==> src/rtl/drift_tdc_pkg.sv <==
package drift_tdc_pkg;
  typedef enum logic [1:0] {
    PORT_ARM  = 2'd0,
    PORT_SEL  = 2'd1,
    PORT_READ = 2'd2,
    PORT_LOAD = 2'd3
  } port_e;
endpackage

==> src/rtl/tdc_edge_sync.sv <==
module tdc_edge_sync #(
  parameter int W = 1
) (
  input  logic         clk,
  input  logic         rst,
  input  logic [W-1:0] async_in,
  output logic [W-1:0] rise
);
  logic [W-1:0] meta_q, sync_q, prev_q;

  always_ff @(posedge clk) begin
    if (rst) begin
      meta_q <= '0;
      sync_q <= '0;
      prev_q <= '0;
    end else begin
      meta_q <= async_in;
      sync_q <= meta_q;
      prev_q <= sync_q;
    end
  end

  assign rise = sync_q & ~prev_q;
endmodule

==> src/rtl/tdc_channel.sv <==
module tdc_channel #(
  parameter int CNT_W = 12
) (
  input  logic             clk,
  input  logic             rst,
  input  logic             clr,
  input  logic             run,
  input  logic             stop_en,
  input  logic             stop_rise,
  input  logic             load,
  output logic [CNT_W-1:0] hold_cnt,
  output logic             hold_stp,
  output logic             hold_ovf
);
  localparam logic [CNT_W-1:0] CNT_MAX = {CNT_W{1'b1}};

  logic [CNT_W-1:0] cnt_q;
  logic             stp_q, ovf_q;
  logic             step;

  assign step = run && !stp_q && (cnt_q != CNT_MAX);

  always_ff @(posedge clk) begin
    if (rst || clr) begin
      cnt_q    <= '0;
      stp_q    <= 1'b0;
      ovf_q    <= 1'b0;
      hold_cnt <= '0;
      hold_stp <= 1'b0;
      hold_ovf <= 1'b0;
    end else begin
      if (stop_en && stop_rise) stp_q <= 1'b1;
      if (step) begin
        cnt_q <= cnt_q + 1'b1;
        if (cnt_q == CNT_MAX - 1'b1) ovf_q <= 1'b1;
      end
      if (load) begin
        hold_cnt <= cnt_q;
        hold_stp <= stp_q;
        hold_ovf <= ovf_q;
      end
    end
  end

  AST_STOP_STICKY: assert property (@(posedge clk) disable iff (rst)
    (stp_q && !clr) |=> stp_q);
  AST_STOP_FREEZE: assert property (@(posedge clk) disable iff (rst)
    (stp_q && !clr) |=> $stable(cnt_q));
  AST_IDLE_HOLD: assert property (@(posedge clk) disable iff (rst)
    (!run && !clr) |=> $stable(cnt_q));
  AST_SAT_HOLD: assert property (@(posedge clk) disable iff (rst)
    (cnt_q == CNT_MAX && !clr) |=> (cnt_q == CNT_MAX && ovf_q));
  AST_CLEAR_ZERO: assert property (@(posedge clk) disable iff (rst)
    clr |=> (cnt_q == '0 && !stp_q && !ovf_q && hold_cnt == '0));
endmodule

==> src/rtl/drift_tdc.sv <==
module drift_tdc #(
  parameter int NUM_CH = 8,
  parameter int CNT_W  = 12,
  parameter int DATA_W = 16
) (
  input  logic              clk,
  input  logic              rst,
  input  logic              start_in,
  input  logic [NUM_CH-1:0] stop_in,
  input  logic [1:0]        host_addr,
  input  logic              host_wr,
  input  logic [DATA_W-1:0] host_wdata,
  input  logic              host_rd,
  output logic [DATA_W-1:0] host_rdata
);
  import drift_tdc_pkg::*;

  localparam int SEL_W = (NUM_CH > 1) ? $clog2(NUM_CH) : 1;
  localparam int BIT_TRIG = DATA_W - 1;
  localparam int BIT_STP  = DATA_W - 2;
  localparam int BIT_OVF  = DATA_W - 3;

  logic              arm_wr, sel_wr, load_wr, read_req;
  logic              armed_q, master_q;
  logic [SEL_W-1:0]  sel_q;
  logic              start_rise, start_fire;
  logic [NUM_CH-1:0] stop_rise;
  logic [CNT_W-1:0]  h_cnt [NUM_CH];
  logic [NUM_CH-1:0] h_stp, h_ovf;
  logic [DATA_W-1:0] rd_word;
  logic              unused_wdata;

  assign unused_wdata = ^host_wdata[DATA_W-1:SEL_W];

  assign arm_wr   = host_wr && (host_addr == PORT_ARM);
  assign sel_wr   = host_wr && (host_addr == PORT_SEL);
  assign load_wr  = host_wr && (host_addr == PORT_LOAD);
  assign read_req = host_rd && (host_addr == PORT_READ);

  tdc_edge_sync #(.W(1)) u_start_sync (
    .clk(clk), .rst(rst), .async_in(start_in), .rise(start_rise)
  );

  tdc_edge_sync #(.W(NUM_CH)) u_stop_sync (
    .clk(clk), .rst(rst), .async_in(stop_in), .rise(stop_rise)
  );

  assign start_fire = start_rise && armed_q && !master_q;

  always_ff @(posedge clk) begin
    if (rst) begin
      armed_q  <= 1'b0;
      master_q <= 1'b0;
      sel_q    <= '0;
    end else begin
      if (arm_wr) begin
        armed_q  <= 1'b1;
        master_q <= 1'b0;
      end else if (start_fire) begin
        master_q <= 1'b1;
      end
      if (sel_wr) sel_q <= host_wdata[SEL_W-1:0];
    end
  end

  for (genvar ch = 0; ch < NUM_CH; ch++) begin : g_ch
    tdc_channel #(.CNT_W(CNT_W)) u_chan (
      .clk      (clk),
      .rst      (rst),
      .clr      (arm_wr),
      .run      (master_q),
      .stop_en  (master_q || start_fire),
      .stop_rise(stop_rise[ch]),
      .load     (load_wr),
      .hold_cnt (h_cnt[ch]),
      .hold_stp (h_stp[ch]),
      .hold_ovf (h_ovf[ch])
    );
  end

  always_comb begin
    rd_word           = '0;
    rd_word[BIT_TRIG] = master_q;
    if (int'(sel_q) < NUM_CH) begin
      rd_word[BIT_STP]     = h_stp[sel_q];
      rd_word[BIT_OVF]     = h_ovf[sel_q];
      rd_word[CNT_W-1:0]   = h_cnt[sel_q];
    end
  end

  always_ff @(posedge clk) begin
    if (rst) host_rdata <= '0;
    else if (read_req) host_rdata <= rd_word;
  end

  AST_TRIG_STICKY: assert property (@(posedge clk) disable iff (rst)
    (master_q && !arm_wr) |=> master_q);
  AST_DISARMED_NO_TRIG: assert property (@(posedge clk) disable iff (rst)
    (!armed_q && !arm_wr) |=> !master_q);
  AST_ARM_CLEARS: assert property (@(posedge clk) disable iff (rst)
    arm_wr |=> (armed_q && !master_q));
  AST_RDATA_HOLD: assert property (@(posedge clk) disable iff (rst)
    !read_req |=> $stable(host_rdata));
endmodule

==> config.mk <==
export PLATFORM = sky130hd
export DESIGN_NAME = drift_tdc
export DESIGN_NICKNAME = d
export VERILOG_FILES = /design/src/rtl/drift_tdc_pkg.sv /design/src/rtl/tdc_edge_sync.sv /design/src/rtl/tdc_channel.sv /design/src/rtl/drift_tdc.sv
export SDC_FILE = /design/constraint.sdc
export NUM_CORES = 1
export LEC_CHECK = 0
export ABC_AREA = 1
export BUFFER_PORTS_ARGS = -buffer_cell sky130_fd_sc_hd__buf_2
export CORE_MARGIN = 3
export CORE_UTILIZATION = 60
export DETAILED_ROUTE_END_ITERATION = 6
export PLACE_DENSITY_LB_ADDON = 0.1
export REMOVE_ABC_BUFFERS = 1
export SKIP_CTS_REPAIR_TIMING = 1
export SYNTH_ARGS = -nofsm -noshare
export SYNTH_HDL_FRONTEND = slang
export SYNTH_SLANG_ARGS = --single-unit
==> constraint.sdc <==
create_clock -name clk -period 2.26 [get_ports clk]
set_clock_uncertainty 0.1 [all_clocks]
set_input_delay 0.452 -clock clk [delete_from_list [all_inputs] [get_ports clk]]
set_output_delay 0.452 -clock clk [all_outputs]
set_load 0.01 [all_outputs]
* After elaboration in Yosys (flattened, before gate mapping)
Index checks and enable logic that the tools add are counted.
Cells by class: $add $sub $neg 8, $lt $le $gt $ge 2, eq/ne operators 19, muxes and demuxes 7, bitwise logic cells 5, reductions and logical operators 51
Operator list (number):
- $add 12x1->12 const B | 8
- $eq 12x12->1 const B | 8
- $ne 12x12->1 const B | 8
- $bmux 12 s3 | 1
- $logic_and 1x1->1 | 30
- $mux 12 | 2
- $reduce_and 2->1 | 8
- $logic_not 1->1 | 9
- $and 8x8->8 | 1
- $not 8->8 | 1
- $bmux 1 s3 | 2
- $eq 2x2->1 const B | 2
- $ge 4x4->1 const B | 1
- $lt 3x4->1 const B | 1
- $not 3->4 | 1
- $eq 2x1->1 const B | 1
- $logic_not 2->1 | 1
- $logic_or 1x1->1 | 2
- $mux 1 | 2
- $reduce_or 2->1 | 1
- $and 1x1->1 | 1
- $not 1->1 | 1
Word-level totals: flip-flop bits (word level) 271, input port bits 31, output and inout port bits 16, logic and storage cells 150

* Depth between registers and ports, before layout
word-level depth 6, depth in mapped cells 10, gate-level depth less buffers 10

* Cells and area by module
From an unflattened synthesis, not the netlist that was laid out.
Second synthesis, totals: cell total of the unflattened synthesis 1939, area, all modules 13103.8 sq um
Modules (own cells, without submodules):
- tdc_channel (g_ch[0].u_chan ...) | times used 7, cells an instance 180, area each 1285.0 sq um, seq. area each 560.5 sq um
- drift_tdc | times used 1, cells an instance 407, area each 2042.0 sq um, seq. area each 400.4 sq um
- tdc_channel (g_ch[7].u_chan) | times used 1, cells an instance 180, area each 1267.5 sq um, seq. area each 560.5 sq um
- tdc_edge_sync (u_stop_sync) | times used 1, cells an instance 82, area each 713.2 sq um, seq. area each 480.5 sq um
- tdc_edge_sync (u_start_sync) | times used 1, cells an instance 10, area each 86.3 sq um, seq. area each 60.1 sq um

* Worst setup path before layout
No wires, ideal clock.
kind register to register, from register g_ch[6].u_chan.cnt_q[1], to register g_ch[6].u_chan.ovf_q, library setup time 0.117 ns, data arrival time 1.297 ns, required time 2.043 ns, path slack 0.746 ns, cell stages (with the launch flop) 9, buffers on the path 0, period minus slack after synthesis 1.514 ns, cell sequence dfxtp_1 > ha_1 > inv_1 > nor2_4 > nand3_2 > nand2_4 > inv_4 > a21oi_1 > nor2_1
On the way: word-level cells in the longest chain between the ends 3, elaborated cells between the ends (all ways) 4, classes of those cells eq/ne: 2; reduce/logical: 2
RTL lines:
- start, declared | RTL line tdc_channel.sv:17 | logic [CNT_W-1:0] cnt_q;
- start signal, assigned | RTL line tdc_channel.sv:34 | cnt_q <= cnt_q + 1'b1;
- $ne 12x12->1 | RTL line tdc_channel.sv:21 | assign step = run && !stp_q && (cnt_q != CNT_MAX);
- $logic_and 1x1->1 | RTL line tdc_channel.sv:21
- $reduce_and 2->1 (no line) *
- end signal, assigned | RTL line tdc_channel.sv:27 | ovf_q <= 1'b0;
- end signal, assigned | RTL line tdc_channel.sv:35 | if (cnt_q == CNT_MAX - 1'b1) ovf_q <= 1'b1;
- end, declared | RTL line tdc_channel.sv:18 | logic stp_q, ovf_q;
Mark *: on every way between the ends. The rest lies on a longest branch, timed or not. A chain may end at the register's enable or synchronous reset.

* Worst setup path in the final report
from register g_ch[7].u_chan.cnt_q[1], to register g_ch[7].u_chan.ovf_q
On the way: word-level cells in the longest chain between the ends 3, elaborated cells between the ends (all ways) 4, classes of those cells eq/ne: 2; reduce/logical: 2
RTL lines (RTL line):
- start, declared | tdc_channel.sv:17
- start signal, assigned | tdc_channel.sv:34
- $ne 12x12->1 | tdc_channel.sv:21
- $logic_and 1x1->1 | tdc_channel.sv:21
- $reduce_and 2->1 (no line) *
- end signal, assigned | tdc_channel.sv:27
- end signal, assigned | tdc_channel.sv:35
- end, declared | tdc_channel.sv:18
Marked as above.

==> run metrics <==
clock tree buffer depth 3; Sw Pwr 2.444 mW; FP Rows 52; DR vias 11080; fin crit period 1.798 ns; switch share 23.15%; Static Leakage 5.503 nW; Final Setup Violations 0; Mean Syn Cell Area 7.038 um2; Core Box Area 20430 um2; max-cap violations 0; DP Area 12890 um2; Num Clock Sinks 271; design area 13890 um2; post-route insts no fill 2083; critical path class reg -> reg; Async SR Flop Fraction 0%; PnR worst setup slack 0.4623 ns; chip height 151.0 um; Yosys reg bits 271; Layout Nets 1838; Final Max Tran Viols 0; CTS H-tree lvls 1; initial antenna violation count 0; total power 10.56 mW; final wirelength 29410 um; simple-gate share of the synthesized area 28.06%; initial core utilization 61.77%; # port buffers 32; fin crit share 79.54%; Clk network pwr share 46.8%; I/O Pins 47; Comb pwr share 6.4%; First DRT Iteration DRCs 717; final hold violation count 0; Worst Tran Pin Value 0.6013 ns; total grt overflow 0; Clk pin slew, worst setup/hold paths 0.06 ns; routability cong. 0.8714; Synth Warn # 0; CP required 2.59 ns; XOR/XNOR Fraction of Synth Area 2.429%; RSZ-0062 raised after global routing false; post-synthesis compound-gate area fraction 14.11%; Die ar. 22810 um2; Root Driver clkbuf_16; CTS tree built; Post-Synth Adder-Cell Area 1.587%; via-per-instance ratio 5.320; worst-path fanout max 11; die width 151.0 um; post-route ant nets 0; CP Launch Type register; post-synthesis sequential area ratio 42.99%; VDD IR max 0.5803 mV; TritonCTS Buffers 29; Layout Utilization 67.98%; Post-Place Cells 2030; largest family of logic cells by synthesized area simple AND/OR/NAND/NOR gates; area growth from synthesis to layout 10.05%; diode count 0; global-route wire length before repair 48650 um; clk_lat worst skew 0.55 ns; Syn Inst Count 1793; Int Pwr 8.114 mW; share of layout cells above drive strength 1 8.935%; all-layer global routing usage 25.84%; hpwl dp 19630 um; average routed wire per standard cell 14.12 um; Hold WC Path Type in -> reg; library cells used by synthesis 34; Power per Cell Area 760.3 nW/um2; number of synthesized flops with an enable pin 0; synthesized area 12620 um2; pin count of the biggest net entering global routing 76; vias in the first global route 9986; headroom to the max-slew limit 59.77%; WP data arrival 2.13 ns; Fillers 1763; First-pass DRT Iterations 5; # DRC 0; fmax 0.5563 GHz; top_reg_cell synth dfxtp_1; post-synthesis mux area share 0%; Sequential Power Share 46.8%; dpl ws 0.3940 ns; outcome complete, no violations; CP endpoint kind register
final cells by class:
class                   count  area, um2  share of cell area, %
multi-input cells        1200       5844                  42.08
flip-flops and latches    271       5426                  39.08
inverters                 236      890.9                  6.415
clock buffers              41      830.8                  5.983
repair buffers             53      392.9                  2.829
well taps                 270      337.8                  2.433
clock inverters            12      163.9                  1.180
final timing paths:
kind	startpoint	to	slack, ns	cells after the start
min reg2reg	u_stop_sync.meta_q[2]$_SDFF_PP0_	u_stop_sync.sync_q[2]$_SDFF_PP0_	0.30	2
max	g_ch[7].u_chan.cnt_q[1]$_SDFFE_PP0P_	g_ch[7].u_chan.ovf_q$_SDFFE_PP0P_	0.46	8
min	stop_in[6]	u_stop_sync.meta_q[6]$_SDFF_PP0_	0.003	3
max reg2reg	g_ch[7].u_chan.cnt_q[1]$_SDFFE_PP0P_	g_ch[7].u_chan.ovf_q$_SDFFE_PP0P_	0.46	8
placed cells by master (no fill, tap or decap), drive strengths merged:
master	netlist	final
bufinv	0	4
nor3	4	4
o211a	2	2
nand3	136	136
nand4	34	34
a211oi	4	4
nand2	407	407
o21ai	124	124
xor2	24	24
nor2	216	216
clkinv	0	7
inv	236	237
dfxtp	271	271
conb	1	1
xnor2	11	11
clkbuf	35	41
o21bai	6	6
a21oi	203	203
ha	16	16
buf	51	53
nand3b	9	9
and2	3	3
synthesized netlist by cell type, types with 3 or more instances:
master | instances | area [um2]
buf_4 | 20 | 150.1
o21bai_1 | 6 | 45.04
clkbuf_1 | 34 | 127.6
nand2_1 | 395 | 1483
o21ai_0 | 120 | 600.6
inv_2 | 4 | 15.01
nand2_4 | 3 | 33.78
nand4_1 | 34 | 212.7
buf_2 | 21 | 105.1
buf_6 | 6 | 67.56
nand3_1 | 129 | 645.6
nor2_4 | 10 | 112.6
nand3_2 | 5 | 50.05
nor3_1 | 4 | 20.02
ha_1 | 16 | 200.2
nand2_2 | 9 | 56.30
a21oi_2 | 13 | 113.9
xor2_1 | 24 | 210.2
inv_1 | 230 | 863.3
dfxtp_1 | 271 | 5425
nor2_1 | 193 | 724.4
xnor2_1 | 11 | 96.34
and2_1 | 3 | 18.77
nor2_2 | 13 | 81.33
a211oi_1 | 4 | 30.03
a21oi_1 | 190 | 950.9
buf_1 | 4 | 15.01
nand3b_1 | 9 | 67.56
o21ai_1 | 4 | 20.02
critical path: stages, from the launching register on:
cell     delay [ns]
dfxtp_1        0.42
ha_1           0.21
inv_1          0.07
nor2_4         0.19
nand3_4        0.12
nand2_2        0.20
inv_1          0.18
nand2_1        0.12
a21oi_1        0.06
cells by family (layout without fill, tap and decap cells):
logic type | after synthesis | count (layout)
AND/OR/NAND/NOR | 809 | 809
AO/OA/AOI/OAI | 339 | 339
buffers and inverters | 322 | 342
flip-flops | 271 | 271
XOR/XNOR | 35 | 35
adder cells (fa/ha/maj) | 16 | 16
other | 1 | 1
power groups by stage:
stage / Clock (mW) / Sequential [mW] / Combinational (mW)
floorplan: 0 / 5.05 / 0.423
global placement: 0 / 5.04 / 0.656
detailed placement: 0 / 5.04 / 0.669
CTS: 4.99 / 4.94 / 0.676
global route: 5.18 / 4.95 / 0.766
finish: 4.94 / 4.94 / 0.677
metal layers:
metal  vias to the layer above  routed length, um  global-route usage, %
met5                         -                  0                      0
met4                         0                742                  6.664
met3                        44               1170                  2.753
met2                       240              13860                  43.02
met1                      5086              13640                  36.03
li1                       5711                  -                      -
through the flow:
| step | setup TNS (ns) | hold WS, ns |
|---|---|---|
| final | 0 | 0.002854 |
| after global routing | 0 | 0.005169 |
| after CTS | 0 | -0.01065 |
| after detailed placement | 0 | 0.2931 |
| after global placement | 0 | 0.2885 |
| after floorplan | -364.05 | 0.2883 |
registers in the layout, summed over array words and instances (netlist names):
signal	count
armed_q	1
u_stop_sync.prev_q	8
g_ch.u_chan.hold_ovf	8
sel_q	3
g_ch.u_chan.hold_stp	8
host_rdata	15
u_start_sync.sync_q	1
u_stop_sync.sync_q	8
g_ch.u_chan.ovf_q	8
u_stop_sync.meta_q	8
u_start_sync.meta_q	1
g_ch.u_chan.stp_q	8
g_ch.u_chan.cnt_q	96
master_q	1
u_start_sync.prev_q	1
g_ch.u_chan.hold_cnt	96
Power figures use the tool's default switching activity.
